===== src/rtl/link_pkg.sv =====
package link_pkg;
    localparam int ACK_BIT = 4;
    localparam int TIP_BIT = 5;
    localparam int DIR_BIT = 4;

    typedef struct packed {
        logic tip_now;
        logic tip_prev;
        logic pair_chg;
        logic ack_chg;
        logic ack_lvl;
    } hs_evt_t;
endpackage


===== src/rtl/link_hs_detect.sv =====
module link_hs_detect
    import link_pkg::*;
(
    input  logic       clk,
    input  logic       rst_n,
    input  logic [1:0] lines_i,
    output hs_evt_t    evt_o
);
    // lines_i = {in_progress_n, ack_n}; idle level is high
    logic [1:0] prev_d, prev_q;

    always_comb begin
        prev_d         = lines_i;
        evt_o.tip_now  = ~lines_i[1];
        evt_o.tip_prev = ~prev_q[1];
        evt_o.pair_chg = (lines_i != prev_q);
        evt_o.ack_chg  = (lines_i[0] != prev_q[0]);
        evt_o.ack_lvl  = lines_i[0];
    end

    always_ff @(posedge clk or negedge rst_n) begin
        if (!rst_n) prev_q <= 2'b11;
        else        prev_q <= prev_d;
    end
endmodule


===== src/rtl/link_byte_store.sv =====
module link_byte_store #(
    parameter int DEPTH = 16,
    parameter int DW    = 8,
    localparam int AW   = $clog2(DEPTH)
) (
    input  logic          clk,
    input  logic          we_i,
    input  logic [AW-1:0] waddr_i,
    input  logic [DW-1:0] wdata_i,
    input  logic [AW-1:0] raddr_i,
    output logic [DW-1:0] rdata_o
);
    logic [DW-1:0] mem_q [DEPTH];

    always_ff @(posedge clk) begin
        if (we_i) mem_q[waddr_i] <= wdata_i;
    end

    assign rdata_o = mem_q[raddr_i];
endmodule


===== src/rtl/link_shift_engine.sv =====
module link_shift_engine
    import link_pkg::*;
#(
    parameter int REPLY_DEPTH   = 128,
    parameter int COLLECT_DEPTH = 16,
    parameter int DW            = 8,
    localparam int REP_AW = $clog2(REPLY_DEPTH),
    localparam int COL_AW = $clog2(COLLECT_DEPTH),
    localparam int RIDX_W = $clog2(REPLY_DEPTH + 1),
    localparam int CIDX_W = $clog2(COLLECT_DEPTH + 1)
) (
    input  logic              clk,
    input  logic              rst_n,
    input  logic [7:0]        portb_i,
    input  logic [7:0]        aux_ctrl_i,
    input  logic              sr_we_i,
    input  logic [DW-1:0]     sr_wdata_i,
    input  logic              flag_clr_i,
    input  logic              rep_we_i,
    input  logic [REP_AW-1:0] rep_waddr_i,
    input  logic [DW-1:0]     rep_wdata_i,
    input  logic [RIDX_W-1:0] rep_len_i,
    input  logic              rep_commit_i,
    input  logic [COL_AW-1:0] col_raddr_i,
    output logic              treq_n_o,
    output logic [DW-1:0]     sr_o,
    output logic              sr_flag_o,
    output logic              pkt_valid_o,
    output logic [CIDX_W-1:0] pkt_len_o,
    output logic [DW-1:0]     col_rdata_o
);
    typedef struct packed {
        logic [DW-1:0]     sr;
        logic              flag;
        logic              treq_n;
        logic [RIDX_W-1:0] ridx;
        logic [RIDX_W-1:0] rcnt;
        logic [CIDX_W-1:0] widx;
        logic              pkt_valid;
        logic [CIDX_W-1:0] pkt_len;
    } eng_t;

    eng_t    st_d, st_q;
    hs_evt_t evt;

    logic              send_mode;
    logic [DW-1:0]     rep_rdata;
    logic              col_we;
    logic [COL_AW-1:0] col_waddr;
    logic [DW-1:0]     col_wdata;
    logic [RIDX_W-1:0] len_clamped;
    logic [RIDX_W-1:0] mon_ridx, mon_rcnt;
    logic [CIDX_W-1:0] mon_widx;
    logic              unused_ok;

    assign send_mode = aux_ctrl_i[DIR_BIT];
    assign unused_ok = ^{portb_i[7:6], portb_i[3:0], aux_ctrl_i[7:5], aux_ctrl_i[3:0]};

    link_hs_detect u_detect (
        .clk     (clk),
        .rst_n   (rst_n),
        .lines_i ({portb_i[TIP_BIT], portb_i[ACK_BIT]}),
        .evt_o   (evt)
    );

    link_byte_store #(.DEPTH(REPLY_DEPTH), .DW(DW)) u_reply (
        .clk     (clk),
        .we_i    (rep_we_i),
        .waddr_i (rep_waddr_i),
        .wdata_i (rep_wdata_i),
        .raddr_i (st_q.ridx[REP_AW-1:0]),
        .rdata_o (rep_rdata)
    );

    link_byte_store #(.DEPTH(COLLECT_DEPTH), .DW(DW)) u_collect (
        .clk     (clk),
        .we_i    (col_we),
        .waddr_i (col_waddr),
        .wdata_i (col_wdata),
        .raddr_i (col_raddr_i),
        .rdata_o (col_rdata_o)
    );

    assign len_clamped = (rep_len_i > RIDX_W'(REPLY_DEPTH)) ? RIDX_W'(REPLY_DEPTH) : rep_len_i;

    always_comb begin
        st_d           = st_q;
        st_d.pkt_valid = 1'b0;
        col_we         = 1'b0;
        col_waddr      = st_q.widx[COL_AW-1:0];
        col_wdata      = st_q.sr;

        if (flag_clr_i) st_d.flag = 1'b0;
        if (sr_we_i)    st_d.sr   = sr_wdata_i;

        if (evt.tip_now) begin
            // transfer active: each change of the line pair moves a byte
            if (evt.pair_chg) begin
                if (send_mode) begin
                    if (st_q.widx < CIDX_W'(COLLECT_DEPTH)) begin
                        col_we    = 1'b1;
                        st_d.widx = st_q.widx + 1'b1;
                        st_d.flag = 1'b1;
                    end
                end else if (st_q.ridx < st_q.rcnt) begin
                    st_d.sr   = rep_rdata;
                    st_d.ridx = st_q.ridx + 1'b1;
                    st_d.flag = 1'b1;
                    if ((st_q.ridx + 1'b1) >= st_q.rcnt) st_d.treq_n = 1'b1;
                end
            end
        end else if (!evt.tip_prev && evt.ack_chg) begin
            // idle sync: request mirrors acknowledge
            st_d.treq_n = evt.ack_lvl;
            st_d.flag   = 1'b1;
        end else begin
            if (evt.tip_prev) begin
                st_d.flag = 1'b1;
                if (st_q.widx != '0) begin
                    st_d.pkt_valid = 1'b1;
                    st_d.pkt_len   = st_q.widx;
                    st_d.widx      = '0;
                end
            end
            if (st_q.ridx < st_q.rcnt) st_d.treq_n = 1'b0;
        end

        if (rep_commit_i) begin
            st_d.rcnt = len_clamped;
            st_d.ridx = '0;
            st_d.flag = 1'b1;
        end
    end

    always_ff @(posedge clk or negedge rst_n) begin
        if (!rst_n) begin
            st_q.sr        <= '0;
            st_q.flag      <= 1'b0;
            st_q.treq_n    <= 1'b1;
            st_q.ridx      <= '0;
            st_q.rcnt      <= '0;
            st_q.widx      <= '0;
            st_q.pkt_valid <= 1'b0;
            st_q.pkt_len   <= '0;
        end else begin
            st_q <= st_d;
        end
    end

    assign treq_n_o    = st_q.treq_n;
    assign sr_o        = st_q.sr;
    assign sr_flag_o   = st_q.flag;
    assign pkt_valid_o = st_q.pkt_valid;
    assign pkt_len_o   = st_q.pkt_len;
    assign mon_ridx    = st_q.ridx;
    assign mon_rcnt    = st_q.rcnt;
    assign mon_widx    = st_q.widx;
endmodule


===== config.mk =====
export PLATFORM = sky130hd
export DESIGN_NAME = link_shift_engine
export DESIGN_NICKNAME = d
export VERILOG_FILES = /design/src/rtl/link_pkg.sv /design/src/rtl/link_hs_detect.sv /design/src/rtl/link_byte_store.sv /design/src/rtl/link_shift_engine.sv
export SDC_FILE = /design/constraint.sdc
export NUM_CORES = 1
export LEC_CHECK = 0
export BUFFER_PORTS_ARGS = -buffer_cell sky130_fd_sc_hd__buf_2
export CORE_ASPECT_RATIO = 1.5
export CORE_MARGIN = 2
export CORE_UTILIZATION = 30
export DETAILED_ROUTE_END_ITERATION = 8
export GPL_ROUTABILITY_DRIVEN = 0
export SLEW_MARGIN = 20
export SYNTH_ARGS = -nofsm -noshare
export SYNTH_HDL_FRONTEND = slang
export SYNTH_HIERARCHICAL = 1
export SYNTH_SLANG_ARGS = --single-unit

===== constraint.sdc =====
create_clock -name clk -period 7.48 [get_ports clk]
set_clock_uncertainty 0.05 [all_clocks]
set_input_delay 1.496 -clock clk [delete_from_list [all_inputs] [get_ports clk]]
set_output_delay 1.496 -clock clk [all_outputs]
set_load 0.005 [all_outputs]

==> Word level (Yosys, flattened, before mapping) <==
Memory sizes are Yosys's and may differ from the RTL's.
Index checks and enable logic that the tools add are counted.
Widths: inputs -> output; s select.
{ "classes": {"add_sub_neg": 2, "magnitude_cmp": 4, "n_eq_ne": 8, "n_mux": 34, "bitwise_logic": 2, "n_reduce_logical": 14} }
{ "op_table": {"columns": ["cell", "n"], "rows": [
  ["$mux 8", 5],
  ["$mux 18", 2],
  ["$mux 11", 3],
  ["$mux 5", 4],
  ["$mux 16", 1],
  ["$reduce_bool 2->1", 8],
  ["$mux 1", 15],
  ["$mux 9", 1],
  ["$add 8x1->8 const B", 1],
  ["$ge 8x8->1", 1],
  ["$gt 8x8->1 const B", 1],
  ["$lt 8x8->1", 1],
  ["$reduce_and 4->1", 2],
  ["$mux 6", 1],
  ["$ne 2x1->1 const B", 3],
  ["$ne 2x2->1 const B", 3],
  ["$reduce_and 6->1", 1],
  ["$add 5x1->5 const B", 1],
  ["$lt 5x5->1 const B", 1],
  ["$reduce_and 5->1", 1],
  ["$reduce_bool 5->1", 1],
  ["$mux 2", 2],
  ["$ne 2x2->1", 1],
  ["$not 1->1", 2],
  ["2 further kinds", 2]
]} }
{ "totals": {"ff_bits": 39, "ram_bits": 1152, "out_inout_bits": 24, "mem_count": 2} }
{ "memory_table": {"columns": ["memory", "depth", "width", "rd", "rd_ports_with_merged_regs", "write_ports", "line_no", "rtl"], "rows": [
  ["u_reply.mem_q", 128, 8, 1, 0, 1, "link_byte_store.sv:13", "logic [DW-1:0] mem_q [DEPTH];"],
  ["u_collect.mem_q", 16, 8, 1, 0, 1, "link_byte_store.sv:13", null]
]} }

==> Logic depth before layout (Yosys ltp) <==
{ "logic_depth": {"ltp_word": 8, "mapped_depth": 9} }

==> Modules after synthesis <==
The synthesis kept the hierarchy.
{ "modules_own_cells": {"columns": ["module", "n_inst", "cells_per_inst", "area_each_um2", "seq_area_each_um2"], "rows": [
  ["link_byte_store (u_reply)", 1, 1627, 39505.4, 30749.5],
  ["link_byte_store (u_collect)", 1, 221, 4987.3, 3843.7],
  ["link_shift_engine", 1, 212, 2142.1, 927.1],
  ["link_hs_detect", 1, 8, 91.3, 52.6]
]} }

==> Worst setup path after synthesis <==
Ideal clock, no wire load.
{ "synth_path": {"path_kind": "in2out", "from": "input col_raddr_i[0]", "to": "output col_rdata_o[4]", "arrival_ps": 2543, "slack_ps": 3391, "path_stages": 5, "cell_sequence": "buf_6 -> buf_6 -> mux4_1 -> a22oi_1 -> nand2_1"} }
{ "synth_between": {"elab_chain_cells": 1} }
{ "synth_rtl": {"columns": ["item", "line_no", "rtl"], "rows": [
  ["start, declared", "link_shift_engine.sv:24", "input logic [COL_AW-1:0] col_raddr_i,"],
  ["$mem_v2 16x8", null, null],
  ["end, declared", "link_shift_engine.sv:30", "output logic [DW-1:0] col_rdata_o"]
]} }
No other way between the ends.

==> Worst setup path in the final report <==
{ "layout_path": {"from": "input col_raddr_i[0]", "to": "output col_rdata_o[1]"} }
Same word-level chain as after synthesis.

==> flow_summary.json <==
{
  "routed_wl_mm": 103,
  "final_util": 0.341,
  "clk_latency_ns": 0.70,
  "drtPass1Iterations": 5,
  "syn_avg_cell_area_um2": 22.6,
  "cellLeakagePower_nw": 15.7,
  "drt-initial-drc-count": 1731,
  "core_area_mm2": 0.155,
  "drc": 0,
  "antenna_left": 0,
  "die_area_mm2": 0.159,
  "die_w_um": 326,
  "ys_seq_area_frac": 0.761,
  "finalNonFillerCells": 4314,
  "fin_crit_sh": 0.629,
  "grt_max_degree": 117,
  "portBuffers": 67,
  "finalHoldViolCount": 0,
  "netlist_instances": 2068,
  "setup_viol": 0,
  "post_cts_resized": 0,
  "vias": 21100,
  "synth_top_area_frac": 0.740,
  "dpl.cell_count": 4115,
  "p_total_w": 0.0135,
  "drt-vias-per-instance": 4.89,
  "synth_nets": 2144,
  "setup_ws_ns": 2.77,
  "tightest_slew_ns": 1.14,
  "critPathMaxFanout": 32,
  "h-tree-depth": 3,
  "place_hpwl_mm": 65.2,
  "cts_tree": "yes",
  "cts_setup_buffers": 0,
  "cts-buffers-inserted": 103,
  "netlist_top_cells_count": "edfxtp_1 (1,152), mux4_2 (354), nor2_1 (142)",
  "synth_edf_count": 1152,
  "worstPathRequired_ns": 5.93,
  "yosys-top-cells-area": "edfxtp_1 (74%), mux4_2 (17%), dfrtp_1 (1.9%), nor2_1 (1.1%), mux4_1 (0.79%)",
  "synth_area_leader_cell": "edfxtp_1",
  "status": "completed",
  "clockRootBuffer": "clkbuf_16",
  "grt_first_pass_wirelength_mm": 152,
  "rows": 177,
  "timing.slew.headroom": 0.238,
  "synth_most_common_cell": "edfxtp_1",
  "max-vdd-ir-drop_uv": 213,
  "cts_hold_buf": 0,
  "critPathArrivalTime_ns": 3.16,
  "synthFlopType": "edfxtp_1",
  "syn_area_mm2": 0.0467,
  "crit_type": "in -> out",
  "io_pins": 81,
  "antenna_found_initial": 9,
  "cts.sinks": 1191,
  "dieHeight_um": 487,
  "start_util": 0.302,
  "synth-warning-count": 6,
  "synthArstFlopShare": 0.0327,
  "start_kind": "primary input",
  "ctsLongestPathBuffers": 3,
  "powerDensity_mw_per_mm2": 255,
  "nets": 2238,
  "drive_gt1_frac": 0.289,
  "grt_remaining_overflow": 0,
  "ys_types": 51,
  "area_growth_pct": 13.1,
  "fin_crit_ns": 4.71,
  "grt_usage": 0.129,
  "setup_tns_ns": 0,
  "wl_per_cell_um": 24.0,
  "pre_cts_ws_ns": 2.40,
  "clk_pin_slew_ns": 0.06,
  "maxCapViolations": 0,
  "drv_slew": 0,
  "ys_seq_elements": 1191,
  "hold_path.class": "reg -> reg",
  "fmax_ghz": 0.212,
  "rsz0062_at_grt": "no",
  "endpoint_kind": "output pin",
  "grt_pass1_vias": 22400
}
-- kinds of logic (layout without fill, tap and decap cells) --
logic type,count (synthesis),in the layout,share of synthesized area
and+or+nand+nor,267,267,0.0261
DFF,1191,1191,0.761
adders and majority gates,19,19,0.00509
buffers and inverters,125,309,0.0130
AOI/OAI and AO/OA,67,67,0.00932
muxes,389,389,0.183
other,0,4,0
xor gates and xnor gates,10,10,0.00187
-- worst max-delay path, stage by stage --
cell,delay [ns]
buf_4,0.48
mux4_1,0.64
a22oi_1,0.29
nand2_1,0.10
buf_2,0.13
-- worst paths after layout --
kind / start / end / slack (ns) / cells past startpoint
max in group asynchronous: rst_n / mon_ridx[2] / 5.90 / 1
setup reg to reg: mon_ridx[2] / sr_o[4] / 3.19 / 7
hold / removal: pkt_len_o[1] / pkt_len_o[1] / 0.46 / 1
min in group asynchronous: rst_n / mon_ridx[7] / 0.85 / 1
setup / recovery: col_raddr_i[0] / col_rdata_o[1] / 2.77 / 5
hold reg to reg: pkt_len_o[1] / pkt_len_o[1] / 0.46 / 1
-- cell usage in the layout (no fill, tap or decap), types with 10 or more instances in the layout --
master and n:
a21oi_1 11, dfrtp_1 32, nand3_1 23, inv_1 15, clkbuf_1 17, mux2_2 13
clkbuf_16 103, clkinv_1 18, nor2_1 142, nor2b_1 10, nand4_1 11, clkinv_2 28
buf_2 58, bufinv_16 11, ha_1 19, o21ai_0 18, a22oi_1 17, mux4_1 14
edfxtp_1 1152, buf_4 39, mux4_2 354, nand2_1 36, nor3_1 10
-- metrics by stage --
stage | hold WS, ns | area (µm²)
2_1_floorplan | 0.455 | 46700
3_3_place_gp | 0.442 | 49400
3_5_place_dp | 0.448 | 49400
4_1_cts | 0.462 | 52800
5_1_grt | 0.479 | 52800
6_report | 0.458 | 52800
-- cell type report --
type | count | area (µm²)
multi-input cells | 752 | 10600
diodes | 4 | 10.0
clock inverters | 75 | 758
well taps | 2058 | 2570
clock buffers | 120 | 2640
fillers | 14200 | 102000
repair buffers | 99 | 623
flip-flops and latches | 1191 | 35600
inverters | 15 | 56.3
-- power breakdown --
group	internal [W]	switching [W]
Clock	0.00294	0.00239
Combinational	0.000258	0.000373
Sequential	0.00740	0.0000805
-- state kept, by name (all words and copies together) (netlist names) --
signal,count
u_reply/mem_q,1024
u_collect/mem_q,128
mon_rcnt,8
sr_flag_o,1
sr_o,8
mon_widx,5
pkt_valid_o,1
u_detect/prev_q,2
pkt_len_o,5
mon_ridx,8
treq_n_o,1
-- per-layer routing --
layer  vias to the layer above  global-route usage  routed length, µm
met4                         8              0.0516               3580
met2                       580               0.238              56300
met5                         -                   0                 40
met3                       147              0.0212               5220
li1                       8920                   -                  -
met1                     11500               0.149              38300
(Power assumes the default switching activity.)
